[config.mk]
export PLATFORM = sky130hd
export DESIGN_NAME = ts_inserter
export DESIGN_NICKNAME = d
export VERILOG_FILES = /design/src/rtl/ts_inserter_pkg.sv /design/src/rtl/tsi_beat_tracker.sv /design/src/rtl/tsi_splice.sv /design/src/rtl/tsi_out_stage.sv /design/src/rtl/ts_inserter.sv
export SDC_FILE = /design/constraint.sdc
export NUM_CORES = 1
export LEC_CHECK = 0
export BUFFER_PORTS_ARGS = -buffer_cell sky130_fd_sc_hd__clkbuf_2
export CAP_MARGIN = 20
export CORE_UTILIZATION = 50
export DETAILED_ROUTE_END_ITERATION = 6
export GPL_TIMING_DRIVEN = 1
export PLACE_DENSITY = 0.79
export SLEW_MARGIN = 5
export SYNTH_ARGS = -nofsm -noshare
export SYNTH_HDL_FRONTEND = slang
export SYNTH_HIERARCHICAL = 1
export SYNTH_SLANG_ARGS = --single-unit
[constraint.sdc]
create_clock -name clk -period 7.72 [get_ports clk]
set_input_delay 0.772 -clock clk [delete_from_list [all_inputs] [get_ports clk]]
set_output_delay 0.772 -clock clk [all_outputs]
set_load 0.03 [all_outputs]
[src/rtl/ts_inserter_pkg.sv]
package ts_inserter_pkg;

    localparam int BYTES      = 8;
    localparam int DATA_W     = BYTES * 8;
    localparam int LANE_W     = $clog2(BYTES);
    localparam int STAMP_W    = 24;

    // Ethernet type field and IPv4 identification field offsets
    localparam int ETYPE_OFS  = 12;
    localparam int IPID_OFS   = 18;
    localparam int ETYPE_BEAT = ETYPE_OFS / BYTES;
    localparam int ETYPE_LANE = ETYPE_OFS % BYTES;
    localparam int IPID_BEAT  = IPID_OFS / BYTES;
    localparam int IPID_LANE  = IPID_OFS % BYTES;
    localparam logic [15:0] ETYPE_IPV4 = 16'h0800;

    typedef enum logic [1:0] {
        PLACE_OFF   = 2'd0,
        PLACE_HDR   = 2'd1,
        PLACE_FIXED = 2'd2,
        PLACE_RSVD  = 2'd3
    } place_e;

    typedef struct packed {
        logic [DATA_W-1:0] data;
        logic [BYTES-1:0]  keep;
        logic              last;
    } beat_t;

    // number of bytes the stamp occupies
    function automatic logic [1:0] field_bytes(input logic wide);
        return wide ? 2'd3 : 2'd2;
    endfunction

    // pick stamp byte by significance (0 = least significant)
    function automatic logic [7:0] stamp_byte(input logic [STAMP_W-1:0] ts,
                                              input logic [1:0] sig);
        case (sig)
            2'd0:    return ts[7:0];
            2'd1:    return ts[15:8];
            default: return ts[23:16];
        endcase
    endfunction

endpackage

[src/rtl/tsi_beat_tracker.sv]
module tsi_beat_tracker
    import ts_inserter_pkg::*;
#(
    parameter int BEAT_W = 8
) (
    input  logic               clk,
    input  logic               rst,
    input  logic               fire,
    input  logic               last,
    input  logic [15:0]        etype_bytes,
    input  logic [1:0]         etype_keep,
    input  logic [STAMP_W-1:0] ts_i,
    output logic [BEAT_W-1:0]  beat_idx,
    output logic [STAMP_W-1:0] stamp,
    output logic               is_ipv4
);

    localparam logic [BEAT_W-1:0] BEAT_SAT = '1;

    logic [BEAT_W-1:0]  cnt_q;
    logic [STAMP_W-1:0] ts_q;
    logic               ipv4_q;
    logic               first;
    logic               etype_hit;

    assign first    = (cnt_q == '0);
    assign beat_idx = cnt_q;
    // first beat uses the live value so an offset below 8 sees it too
    assign stamp    = first ? ts_i : ts_q;
    assign is_ipv4  = ipv4_q;

    // bytes in wire order: lower lane carries the high byte of the type
    assign etype_hit = (&etype_keep) &&
                       (etype_bytes[7:0]  == ETYPE_IPV4[15:8]) &&
                       (etype_bytes[15:8] == ETYPE_IPV4[7:0]);

    always_ff @(posedge clk) begin
        if (rst) begin
            cnt_q <= '0;
        end else if (fire) begin
            if (last)
                cnt_q <= '0;
            else if (cnt_q != BEAT_SAT)
                cnt_q <= cnt_q + 1'b1;
        end
    end

    always_ff @(posedge clk) begin
        if (rst)
            ts_q <= '0;
        else if (fire && first)
            ts_q <= ts_i;
    end

    always_ff @(posedge clk) begin
        if (rst) begin
            ipv4_q <= 1'b0;
        end else if (fire) begin
            if (first)
                ipv4_q <= 1'b0;
            else if (cnt_q == BEAT_W'(ETYPE_BEAT))
                ipv4_q <= etype_hit;
        end
    end

    // counter returns to zero after an end-of-packet beat
    p_restart_r11: assert property (@(posedge clk) disable iff (rst)
        (fire && last) |=> (beat_idx == '0));

    // the held stamp does not move within a packet
    p_hold_stamp_r5: assert property (@(posedge clk) disable iff (rst)
        (!(fire && first)) |=> $stable(ts_q));

endmodule

[src/rtl/tsi_splice.sv]
module tsi_splice
    import ts_inserter_pkg::*;
#(
    parameter int POS_W  = 11,
    parameter int BEAT_W = 8
) (
    input  beat_t              in_beat,
    input  logic [BEAT_W-1:0]  beat_idx,
    input  place_e             mode,
    input  logic               wide,
    input  logic [POS_W-1:0]   pos,
    input  logic [STAMP_W-1:0] stamp,
    input  logic               is_ipv4,
    output beat_t              out_beat
);

    logic [31:0]       tgt_beat;
    logic [LANE_W-1:0] start;
    logic [1:0]        nbytes;
    logic              place_en;
    logic [BYTES-1:0]  field_mask;
    logic              fits;
    logic              hit;

    assign nbytes = field_bytes(wide);

    always_comb begin
        tgt_beat = 32'(IPID_BEAT);
        start    = LANE_W'(IPID_LANE);
        place_en = 1'b0;
        case (mode)
            PLACE_FIXED: begin
                tgt_beat = 32'(pos >> LANE_W);
                start    = pos[LANE_W-1:0];
                place_en = 1'b1;
            end
            PLACE_HDR: begin
                place_en = is_ipv4;
            end
            default: place_en = 1'b0;
        endcase
    end

    // every byte of the field must be present in this beat
    assign fits = &(~field_mask | in_beat.keep);
    assign hit  = place_en && fits && (32'(beat_idx) == tgt_beat);

    for (genvar l = 0; l < BYTES; l++) begin : g_lane
        logic              in_fld;
        logic [LANE_W-1:0] rank;
        logic [1:0]        sig;

        assign in_fld = (LANE_W'(l) >= start) &&
                        ((LANE_W + 1)'(l) < ({1'b0, start} + (LANE_W + 1)'(nbytes)));
        assign rank   = LANE_W'(l) - start;
        assign sig    = nbytes - 2'd1 - rank[1:0];
        assign field_mask[l] = in_fld;

        assign out_beat.data[8*l +: 8] = (hit && in_fld) ? stamp_byte(stamp, sig)
                                                         : in_beat.data[8*l +: 8];
    end

    assign out_beat.keep = in_beat.keep;
    assign out_beat.last = in_beat.last;

endmodule

[src/rtl/tsi_out_stage.sv]
module tsi_out_stage
    import ts_inserter_pkg::*;
(
    input  logic  clk,
    input  logic  rst,
    input  logic  in_valid,
    output logic  in_ready,
    input  beat_t in_beat,
    output logic  out_valid,
    input  logic  out_ready,
    output beat_t out_beat
);

    logic  valid_q;
    beat_t beat_q;

    assign in_ready  = !valid_q || out_ready;
    assign out_valid = valid_q;
    assign out_beat  = beat_q;

    always_ff @(posedge clk) begin
        if (rst)
            valid_q <= 1'b0;
        else if (in_ready)
            valid_q <= in_valid;
    end

    always_ff @(posedge clk) begin
        if (rst)
            beat_q <= '0;
        else if (in_valid && in_ready)
            beat_q <= in_beat;
    end

    p_stall_hold_r10: assert property (@(posedge clk) disable iff (rst)
        (out_valid && !out_ready) |=> (out_valid && $stable(out_beat)));

    p_one_cycle_r9: assert property (@(posedge clk) disable iff (rst)
        (in_valid && in_ready) |=> out_valid);

endmodule

[src/rtl/ts_inserter.sv]
module ts_inserter
    import ts_inserter_pkg::*;
#(
    parameter int POS_W      = 11,
    parameter int MAX_OFFSET = 1518
) (
    input  logic               clk,
    input  logic               rst,
    input  logic [1:0]         mode_i,
    input  logic               width_i,
    input  logic [POS_W-1:0]   pos_i,
    input  logic [STAMP_W-1:0] ts_i,
    input  logic               s_tvalid,
    output logic               s_tready,
    input  logic [DATA_W-1:0]  s_tdata,
    input  logic [BYTES-1:0]   s_tkeep,
    input  logic               s_tlast,
    output logic               m_tvalid,
    input  logic               m_tready,
    output logic [DATA_W-1:0]  m_tdata,
    output logic [BYTES-1:0]   m_tkeep,
    output logic               m_tlast
);

    localparam int BEAT_W = $clog2(MAX_OFFSET / BYTES + 2);

    beat_t              in_beat;
    beat_t              spliced;
    beat_t              out_beat;
    logic               fire;
    logic [BEAT_W-1:0]  beat_idx;
    logic [STAMP_W-1:0] stamp;
    logic               is_ipv4;
    place_e             mode;

    assign in_beat = '{data: s_tdata, keep: s_tkeep, last: s_tlast};
    assign fire    = s_tvalid && s_tready;
    assign mode    = place_e'(mode_i);

    tsi_beat_tracker #(.BEAT_W(BEAT_W)) u_track (
        .clk         (clk),
        .rst         (rst),
        .fire        (fire),
        .last        (s_tlast),
        .etype_bytes (s_tdata[8*ETYPE_LANE +: 16]),
        .etype_keep  (s_tkeep[ETYPE_LANE +: 2]),
        .ts_i        (ts_i),
        .beat_idx    (beat_idx),
        .stamp       (stamp),
        .is_ipv4     (is_ipv4)
    );

    tsi_splice #(.POS_W(POS_W), .BEAT_W(BEAT_W)) u_splice (
        .in_beat  (in_beat),
        .beat_idx (beat_idx),
        .mode     (mode),
        .wide     (width_i),
        .pos      (pos_i),
        .stamp    (stamp),
        .is_ipv4  (is_ipv4),
        .out_beat (spliced)
    );

    tsi_out_stage u_out (
        .clk       (clk),
        .rst       (rst),
        .in_valid  (s_tvalid),
        .in_ready  (s_tready),
        .in_beat   (spliced),
        .out_valid (m_tvalid),
        .out_ready (m_tready),
        .out_beat  (out_beat)
    );

    assign m_tdata = out_beat.data;
    assign m_tkeep = out_beat.keep;
    assign m_tlast = out_beat.last;

    p_passthru_r2: assert property (@(posedge clk) disable iff (rst)
        (fire && (mode_i == 2'd0 || mode_i == 2'd3)) |=> (m_tdata == $past(s_tdata)));

    p_side_r9: assert property (@(posedge clk) disable iff (rst)
        fire |=> (m_tkeep == $past(s_tkeep) && m_tlast == $past(s_tlast)));

    p_non_ip_r7: assert property (@(posedge clk) disable iff (rst)
        (fire && mode_i == 2'd1 && !is_ipv4) |=> (m_tdata == $past(s_tdata)));

endmodule

## Yosys cells after proc, flatten, opt, wreduce, memory -nomap -nowiden

Index checks and enable logic that the tools add are counted.

- Register bits after elaboration: 107
- Latch bits: 0
- Memory bits (writable): 0
- Bits in read-only memories: 0
- Input port bits: 115
- Output and inout port bits: 75
- Memories: 0

- $add $sub $neg: 19
- Multipliers: 0
- Divide/modulo/power cells: 0
- Magnitude comparators: 16
- Eq/ne operators: 14
- Shift-type cells: 0
- Multiplexer cells: 25
- Bitwise operators: 2
- Reduce and logical (&&, ||, !) cells: 40

Operator list:

| operator | count |
|---|---|
| 8-bit one-hot mux with 2 select lines | 8 |
| 8-bit 2-to-1 mux | 11 |
| 24-bit 2-to-1 mux | 1 |
| 1-bit logical AND | 22 |
| 2-bit by 1-bit == test with 1-bit output, second input constant | 9 |
| 2-bit zero test | 8 |
| 8-bit zero test | 2 |
| 3-bit by 4-bit < comparator with 1-bit output, first input constant | 4 |
| 2-bit subtractor | 8 |
| 3-bit greater-or-equal comparator, first input constant | 4 |
| 8-bit by 1-bit adder with 8-bit output, second input constant | 1 |
| 8-bit by 1-bit == test with 1-bit output, second input constant | 1 |
| 8-bit by 4-bit == test with 1-bit output, second input constant | 1 |
| 8-bit == test | 1 |
| 1-bit by 4-bit < comparator with 1-bit output, first input constant | 2 |
| 2-bit by 4-bit < comparator with 1-bit output, first input constant | 2 |
| 8-bit != test, second input constant | 1 |
| 8-bit inverter | 1 |
| 8-bit OR | 1 |
| 8-bit AND reduction | 1 |
| 1-bit by 2-bit subtractor with 2-bit output, first input constant | 4 |
| 2-bit subtractor, first input constant | 4 |
| 1-bit by 3-bit greater-or-equal comparator with 1-bit output, first input constant | 2 |
| 2-bit by 3-bit greater-or-equal comparator with 1-bit output, first input constant | 2 |
| other kinds (10) | 15 |

## Longest topological paths before layout

- Depth in word-level cells: 12
- Mapped depth: 16
- Gate-level depth less buffers: 12

## Cells and area by module

Netlist, hierarchy kept.

Modules (own cells, without submodules):

| module | times used | cells an instance | area an instance (um^2) | seq. area each (um^2) |
|---|---|---|---|---|
| tsi_out_stage | 1 | 336 | 3191.8 | 1481.4 |
| tsi_beat_tracker | 1 | 215 | 1999.4 | 660.6 |
| tsi_splice | 1 | 254 | 1951.9 | 0.0 |
| ts_inserter | 1 | 1 | 6.3 | 0.0 |

## Worst setup path after synthesis

No wires, ideal clock.

- Kind: input -> register
- From: input mode_i[0]
- To: register u_out.beat_q, in the netlist u_out/out_beat[61]
- Arrival: 3739 ps
- Required time: 7588 ps
- Path slack: 3849 ps
- Stages: 16
- Cells stage by stage: inv_1 > ha_1 > buf_6 > buf_2 > and2_1 > ha_1 > buf_2 > nand2b_1 > o21ai_0 > nor2_1 > or3_1 > buf_2 > nor4_4 > mux2_2 > nand3_1 > a21oi_1

RTL lines:

| item | RTL line | RTL |
|---|---|---|
| from (decl) | ts_inserter.sv:9 | `input logic [1:0] mode_i,` |
| to (signal assigned) | tsi_out_stage.sv:32 | `beat_q <= in_beat;` |
| to (decl) | tsi_out_stage.sv:15 | `beat_t beat_q;` |

==> results.cfg <==
[layout]
drive_gt1_share_pct = 36.84
stdcell_area_sq_um = 8240
syn2layout_area_growth_pct = 15.26
fin_nets = 1049
final_common_cell = clkbuf_2
final_cell_mix = clkbuf_2, a21oi_1, dfxtp_1
n_antenna_cell = 0
fin_cells = 1111

[drt]
post-route-drc-count = 0
drt_iter0_drc = 670
drtPass1Iterations = 5
wl_per_cell_microns = 18.53
viasPerCell = 6.001
drtAntennaViolNets = 0
vias = 6667
drt-total-wl_microns = 20590

[sta]
totalNegativeSetupSlack_ns = 0
slew_viol_final = 0
rsz0062_at_grt = no
max_freq_ghz = 0.2209
fin_crit_ns = 4.527
fin_worst_skew_ns = 0.008513
max_slew.worst_pin.slew_ns = 1.086
relSlewSlack_pct = 27.62
finalHoldViolCount = 0
setup_viol = 0
fin_ws_ns = 3.193
period_share_pct = 58.64

[die]
coreArea_sq_um = 13930
die_w_microns = 121.6
start_util_pct = 51.31
io-pin-count = 190
rows = 43
die_y_microns = 121.6
die_area_sq_um = 14780

[clock_network]
insertion_delay_ns = 0.35
htree_levels = 3
clk_pin_slew_ns = 0.07
clkSinkCount = 107
cts_tree = built
ctsResizeCount = 0
ctsHoldBuffers = 0
ctsLongestPathBuffers = 2
post_cts_buffers = 0
cts_root_buffer = clkbuf_16
cts_buffers = 9

[setup_path]
worstPathRequired_ns = 7.93
end_kind = flip-flop
cp-startpoint = mode_i[0]
path_common_cell = ha_1
critPathLaunchType = input port
max_stage_delay_ns = 0.84
crit-reg2reg-launch = u_track/beat_idx[7]
path_cells = clkbuf_2 > inv_1 > ha_1 > and2_1 > ha_1 > nand2b_1 > o21ai_0 > nor2_1 > or3_1 > nor4_4 > mux2_2 > nand3_1 > a21oi_1
path_class = input port to flip-flop
arrival_ns = 4.73
cp_max_fo = 19
worst_path_max_delay_cell = ha_1

[logic_synthesis]
synth_area_leader_cell = dfxtp_1
synthTopCellsByArea = dfxtp_1, mux2_2, a21oi_1
syn_area_sq_um = 7149
yosys_warnings = 6
avgSynthCellArea_sq_um = 8.870
ys_types = 64
seq_area_frac_synth_pct = 29.96
synth_cells = 806
synth-seq-cells = 107
synth_top_area_share_pct = 29.96
synth_enable_flop_cells = 0
synth_ff_type = dfxtp_1
async_flop_share_pct = 0
postSynthNetCount = 929

[pwr]
finalPower_mw = 1.456
p_sw_uw = 460.8
power_frac_clock_pct = 32.9
peakVddDrop_mv = 0.1216
pwr-share-comb_pct = 25.9
switching_share_pct = 31.64
p_int_uw = 995.4
p_seq_share_pct = 41.2
power.leakage_nw = 3.484
powerDensity_nw_per_um2 = 176.7

[placement]
postPlaceCellArea_sq_um = 7919
gp_congestion = 0.9178
place_ws_ns = 2.919
hpwl_microns = 14800
io_buffers = 189
dp_cells = 1094

[global_routing]
grt_pass1_wl_microns = 31470
antenna_found_initial = 0
groute.usage.overall_pct = 27.34
grt_overflow = 0
grt_max_degree = 116
grt_pass1_vias = 6007

[status]
status = complete, no violations

[worst_hold_path]
min_path_type = flip-flop to flip-flop
hold_start = u_track/ts_q[21]

[flow_run]
cap_violations = 0
-- routing by layer --
metal  track usage, %  wire (microns)  vias to the layer above
met2            44.18            9636                      262
met1            36.14            9025                     3129
met4            11.27             654                        0
met3            4.401            1268                       43
met5                0               0                        -
li1                 -               -                     3233
-- stage by stage --
step,hold WS (ns),utilization (%)
finish,0.4684,59.14
global route,0.4819,59.14
CTS,0.4670,59.03
detailed placement,0.4574,56.83
global placement,0.4472,56.83
floorplan,0.4406,-
-- synthesized netlist by cell type (24+ instances only) --
master / count
buf_2: 24
o31ai_1: 26
clkbuf_1: 38
a21bo_2: 28
mux2_2: 68
a21oi_1: 122
nand4_1: 29
nand3_1: 83
a21bo_1: 45
o21ai_0: 24
dfxtp_1: 107
-- registers in the layout (all words and copies together) (netlist names) --
name              flops
u_track/ts_q         24
u_out/out_valid       1
u_track/beat_idx      8
u_track/is_ipv4       1
u_out/out_beat       73
-- power groups by stage --
stage	sequential, mW	clock [mW]	combinational [mW]
4_1_cts	0.600	0.485	0.368
2_1_floorplan	0.654	0	0.218
5_1_grt	0.603	0.512	0.401
3_3_place_gp	0.611	0	0.363
6_report	0.600	0.479	0.377
3_5_place_dp	0.612	0	0.366
-- cells by family (layout without fill, tap and decap cells) --
family,count (synthesis),in the layout,share of synthesized area (%)
AO/OA/AOI/OAI,277,277,27.06
XOR/XNOR,7,7,0.8576
adder cells (fa/ha/maj),8,8,1.400
buffers and inverters,100,225,7.456
flip-flops,107,107,29.96
multiplexers,105,105,17.29
AND/OR/NAND/NOR,202,202,15.98
-- area by class of cell --
class / instances / area (sq um)
tap: 180 / 225.2
clock inverter: 3 / 46.29
fill: 1252 / 5694
clock buffer: 13 / 260.3
sequential: 107 / 2142
inverter: 13 / 48.80
multi-input combinational: 599 / 4507
timing repair buffer: 196 / 1011
-- path summary, 6_finish.rpt --
check	slack (ns)	to	depth (start not counted)
setup / recovery	3.19	u_out/out_beat[17]	13
hold / removal	0.47	u_track/ts_q[21]	2
setup reg to reg	3.86	u_out/out_beat[44]	8
hold reg to reg	0.47	u_track/ts_q[21]	2
-- critical path, delay by kind of cell --
| kind | cells | cell delay, ns |
|---|---|---|
| AOI/OAI and AO/OA | 2 | 0.33 |
| adders and majority gates | 2 | 1.23 |
| buffers and inverters | 2 | 0.13 |
| muxes | 1 | 0.42 |
| and+or+nand+nor | 6 | 1.84 |
Power figures use the tool's default switching activity.
